[src/rtl/atom_chk_pkg.sv]
package atom_chk_pkg;
    typedef enum logic [1:0] {
        ATTR_BYPASS = 2'd0,
        ATTR_WTHRU  = 2'd1,
        ATTR_WBACK  = 2'd2,
        ATTR_ISOL   = 2'd3
    } attr_e;

    typedef enum logic {
        OP_CSTORE = 1'b0,
        OP_EXCL   = 1'b1
    } op_e;
endpackage

[src/rtl/atom_fault_pri.sv]
module atom_fault_pri
    import atom_chk_pkg::*;
#(
    parameter int CAUSE_W = 6,
    parameter logic [CAUSE_W-1:0] CAUSE_LS_ERR    = 3,
    parameter logic [CAUSE_W-1:0] CAUSE_ST_PROHIB = 29,
    parameter logic [CAUSE_W-1:0] CAUSE_EXCL_ERR  = 23
) (
    input  logic               op_excl,
    input  logic [CAUSE_W-1:0] xlat_code,
    input  logic               perm_rd,
    input  logic               perm_wr,
    input  logic               field_zero,
    input  logic               is_isolate,
    output logic               allow,
    output logic [CAUSE_W-1:0] cause
);
    op_e op;
    assign op = op_e'(op_excl);

    always_comb begin
        allow = 1'b0;
        cause = '0;
        if (xlat_code != '0) begin
            cause = xlat_code;
        end else if (op == OP_CSTORE && !(perm_rd && perm_wr)) begin
            cause = CAUSE_ST_PROHIB;
        end else if (is_isolate) begin
            cause = CAUSE_LS_ERR;
        end else if (field_zero) begin
            cause = (op == OP_EXCL) ? CAUSE_EXCL_ERR : CAUSE_LS_ERR;
        end else begin
            allow = 1'b1;
        end
    end
endmodule

[config.mk]
export PLATFORM = sky130hd
export DESIGN_NAME = atom_fault_pri
export DESIGN_NICKNAME = d
export VERILOG_FILES = /design/src/rtl/atom_chk_pkg.sv /design/src/rtl/atom_fault_pri.sv
export SDC_FILE = /design/constraint.sdc
export NUM_CORES = 1
export LEC_CHECK = 0
export BUFFER_PORTS_ARGS = -buffer_cell sky130_fd_sc_hd__buf_2
export CAP_MARGIN = 20
export CORE_AREA = 2 2 39 41
export DETAILED_ROUTE_END_ITERATION = 8
export DIE_AREA = 0 0 41 43
export PLACE_DENSITY = 0.38
export SLEW_MARGIN = 20
export SYNTH_ARGS = -nofsm -noshare
export SYNTH_HDL_FRONTEND = slang
export SYNTH_SLANG_ARGS = --single-unit
export TNS_END_PERCENT = 30
[constraint.sdc]
create_clock -name vclk -period 0.8
set_input_delay 0.04 -clock vclk [all_inputs]
set_output_delay 0.04 -clock vclk [all_outputs]
set_load 0.05 [all_outputs]
Word level (Yosys, flattened, before mapping)
Index checks and enable logic that the tools add are counted.
Word-level totals
  flip-flop bits (word level): 0
Cells by class
  mux-type cells: 9
  bitwise logic cells: 1
  reduce and logical (&&, ||, !) cells: 4
Operators by type and width (count)
  2-to-1 mux 5 bit: 4
  2-to-1 mux 6 bit: 1
  nonzero test 6 bit: 1
  2-to-1 mux 1 bit: 4
  logical AND 1 bit: 2
  zero test 1 bit: 1
  inverter 1 bit: 1

Longest topological paths before layout
  word-level depth: 5
  mapped depth: 3
  mapped depth without buffers: 3

Least setup slack after synthesis
OpenSTA, ideal clock, no wires.
  path type: input-to-output
  from: in xlat_code[5]
  to: out cause[1]
  arrival: 1.090 ns
  data required time: 0.760 ns
  setup slack: -0.330 ns
  stages: 3
  buffers on the path: 0
  cells stage by stage: nor2_2 nand3_2 o31ai_2
Between the ends
  longest elaborated chain between the ends: 2
RTL lines
  start: declaration: line atom_fault_pri.sv:10  | input logic [CAUSE_W-1:0] xlat_code,
  nonzero test 6 bit: line atom_fault_pri.sv:24  | if (xlat_code != '0) begin
  2-to-1 mux 6 bit: line atom_fault_pri.sv:24
  end: declaration: line atom_fault_pri.sv:16  | output logic [CAUSE_W-1:0] cause
Every way passes these cells.

Final worst setup path
  from: in xlat_code[3]
  to: out allow
Between the ends
  longest elaborated chain between the ends: 2
RTL lines
  nonzero test 6 bit: line atom_fault_pri.sv:24
  2-to-1 mux 1 bit: line atom_fault_pri.sv:24
  end: declaration: line atom_fault_pri.sv:15  | output logic allow,
Every way passes these cells.

==> results by group <==
Route
  • Drt wl/cell: 9.36 um
  • DRT iter0 DRCs: 0
  • Final wirelength: 496 um
  • Vias per Instance: 3.94
  • Residual DRC count: 0
  • Routed Antenna Nets: 0
  • Vias post-DR: 209
  • 1st-pass router iterations: 1

Global routing
  • Total grt overflow: 0
  • First-pass GRT wire length: 834 um
  • Antenna violations before repair: 0
  • Global-route usage over all layers: 0.0639
  • Pin count of the biggest net entering global routing: 5
  • Vias in the first global route: 193

Floorplanning
  • Row cnt: 14
  • Chip Height: 43 um
  • DIE WIDTH: 41 um
  • Die area: 1760 um^2
  • Initial core utilization: 0.0931
  • Area of the core: 1380 um^2
  • Io pins: 18

Synth
  • Mean Syn Cell Area: 7.58 um^2
  • Post-synth cell types: 15
  • Area share of the largest cell type after synthesis: 0.0971
  • Area leader, netlist: nand2b_1
  • Synthesized net count: 28
  • Post-Synthesis Cell Area: 129 um^2
  • Gate Count Post-Synth: 17
  • Largest cells by area after synthesis: nand2b_1, nor2_2, o31ai_2, a41o_2, nor2_4
  • Register area share after synthesis: 0
  • Synth warn: 0

STA
  • Tcrit/Tclk final: 1.03
  • Final WS setup: -0.0237 ns
  • Fmax: 1210 MHz
  • Post-route minimum period: 0.824 ns
  • Fin. Hold Viols: 0
  • Slew headroom: 0.836
  • Worst-Margin Slew: 0.248 ns
  • Unrepaired setup endpoints after global routing: yes
  • Final count of negative-setup-slack endpoints: 4
  • Slew Viols, Final: 0

Layout
  • Most frequent cells in the layout: buf_6, buf_2, nor2_4, buf_4
  • N_diodes: 0
  • Synth-to-layout area growth: 207%
  • Final Instance Area: 395 um^2
  • Final non-filler cell total: 53
  • Most common cell after layout, fill and taps aside: buf_6
  • Storage cell area: 0 um^2
  • Layout Nets: 50
  • Fillers: 144
  • Clock buffers: 0
  • Area of the multi-input gates: 170 um^2
  • Share of cells above drive strength 1: 0.865
  • Core Util, Final: 0.286
  • Seq Cell Count: 0

Run status
  • Outcome: complete, but fails checks
  • Failing checks: setup timing

Critical path
  • Worst setup path category: input pin to primary output
  • Crit path capture type: primary output
  • Worst Path Required: 0.76 ns
  • Startpoint types: input pin
  • Worst-path fanout max: 3
  • Worst EP arrival: 0.78 ns

Place
  • GPL Wtd Cong: 0.745
  • DP Worst Slack: -0.181 ns
  • I/O Buffers: 18
  • Placed cells: 53
  • Post-DP Area: 270 um^2

CTS
  • Postcts setup bufs: 0
  • Hold buffers post-CTS: 0

Flow run
  • Max-cap violations: 0

Pwr
  • Leakage: 0.172 nW
  • VDD IR max: 0.207 mV
  • Pwr/cell area: 589 nW/um^2
  • Tot Pwr: 0.000233 W

Min path
  • Worst min path class: input pin to primary output
[cells by family after synthesis]
logic type,Yosys count,share of synthesized area
AO/OA/AOI/OAI,5,0.379
buffers and inverters,2,0.0582
AND/OR/NAND/NOR,10,0.563
[what timing repair did]
item,in CTS,in global routing
endpoints found under the hold margin,0,0
endpoints found under the setup margin,6,6
gates resized for setup,24,7
pin swaps,5,3
[synthesized netlist by cell type, drive strengths merged]
cell type / instances
o21bai: 1
nor3: 1
nand3: 1
nand2b: 2
clkbuf: 1
nor2: 4
a41o: 1
o2111ai: 1
and2b: 1
inv: 1
and3b: 1
o31ai: 1
a21oi: 1
[worst max-delay path: stages]
cell     delay [ns]
buf_2          0.12
nor2_4         0.13
nand3_4        0.10
and2b_2        0.24
buf_8          0.14
[metal layers]
metal  vias to the layer above  routed length (um)  global-route usage
met5                         -                   0                   0
met4                         0                   0                   0
met3                         0                  86              0.0105
met2                        18                 155              0.0781
met1                        86                 254               0.117
li1                        105                   -                   -
[through the flow]
| step | hold slack, ns | TNS (ns) |
|---|---|---|
| 2_1_floorplan | 0.262 | -0.208 |
| 3_3_place_gp | 0.392 | -0.798 |
| 3_5_place_dp | 0.391 | -0.751 |
| 4_1_cts | 0.407 | -0.0964 |
| 5_1_grt | 0.413 | -0.297 |
| 6_report | 0.406 | -0.0552 |
[where the power goes]
group | internal [W] | leakage, nW | switching (W) | total [W]
Combinational | 0.000106 | 0.172 | 0.000126 | 0.000233
Sequential | 0 | 0 | 0 | 0
Clock | 0 | 0 | 0 | 0
[final cells by class]
type	instances	area share
Timing Repair Buffer	21	0.509
Inverter	1	0.00949
Tap cell	16	0.0506
Multi-Input combinational cell	15	0.430
[path summary, 6_finish.rpt]
| kind | start | to | cells after the start |
|---|---|---|---|
| setup / recovery | xlat_code[3] | allow | 5 |
| hold / removal | xlat_code[5] | cause[5] | 2 |
Power figures use the tool's default switching activity.
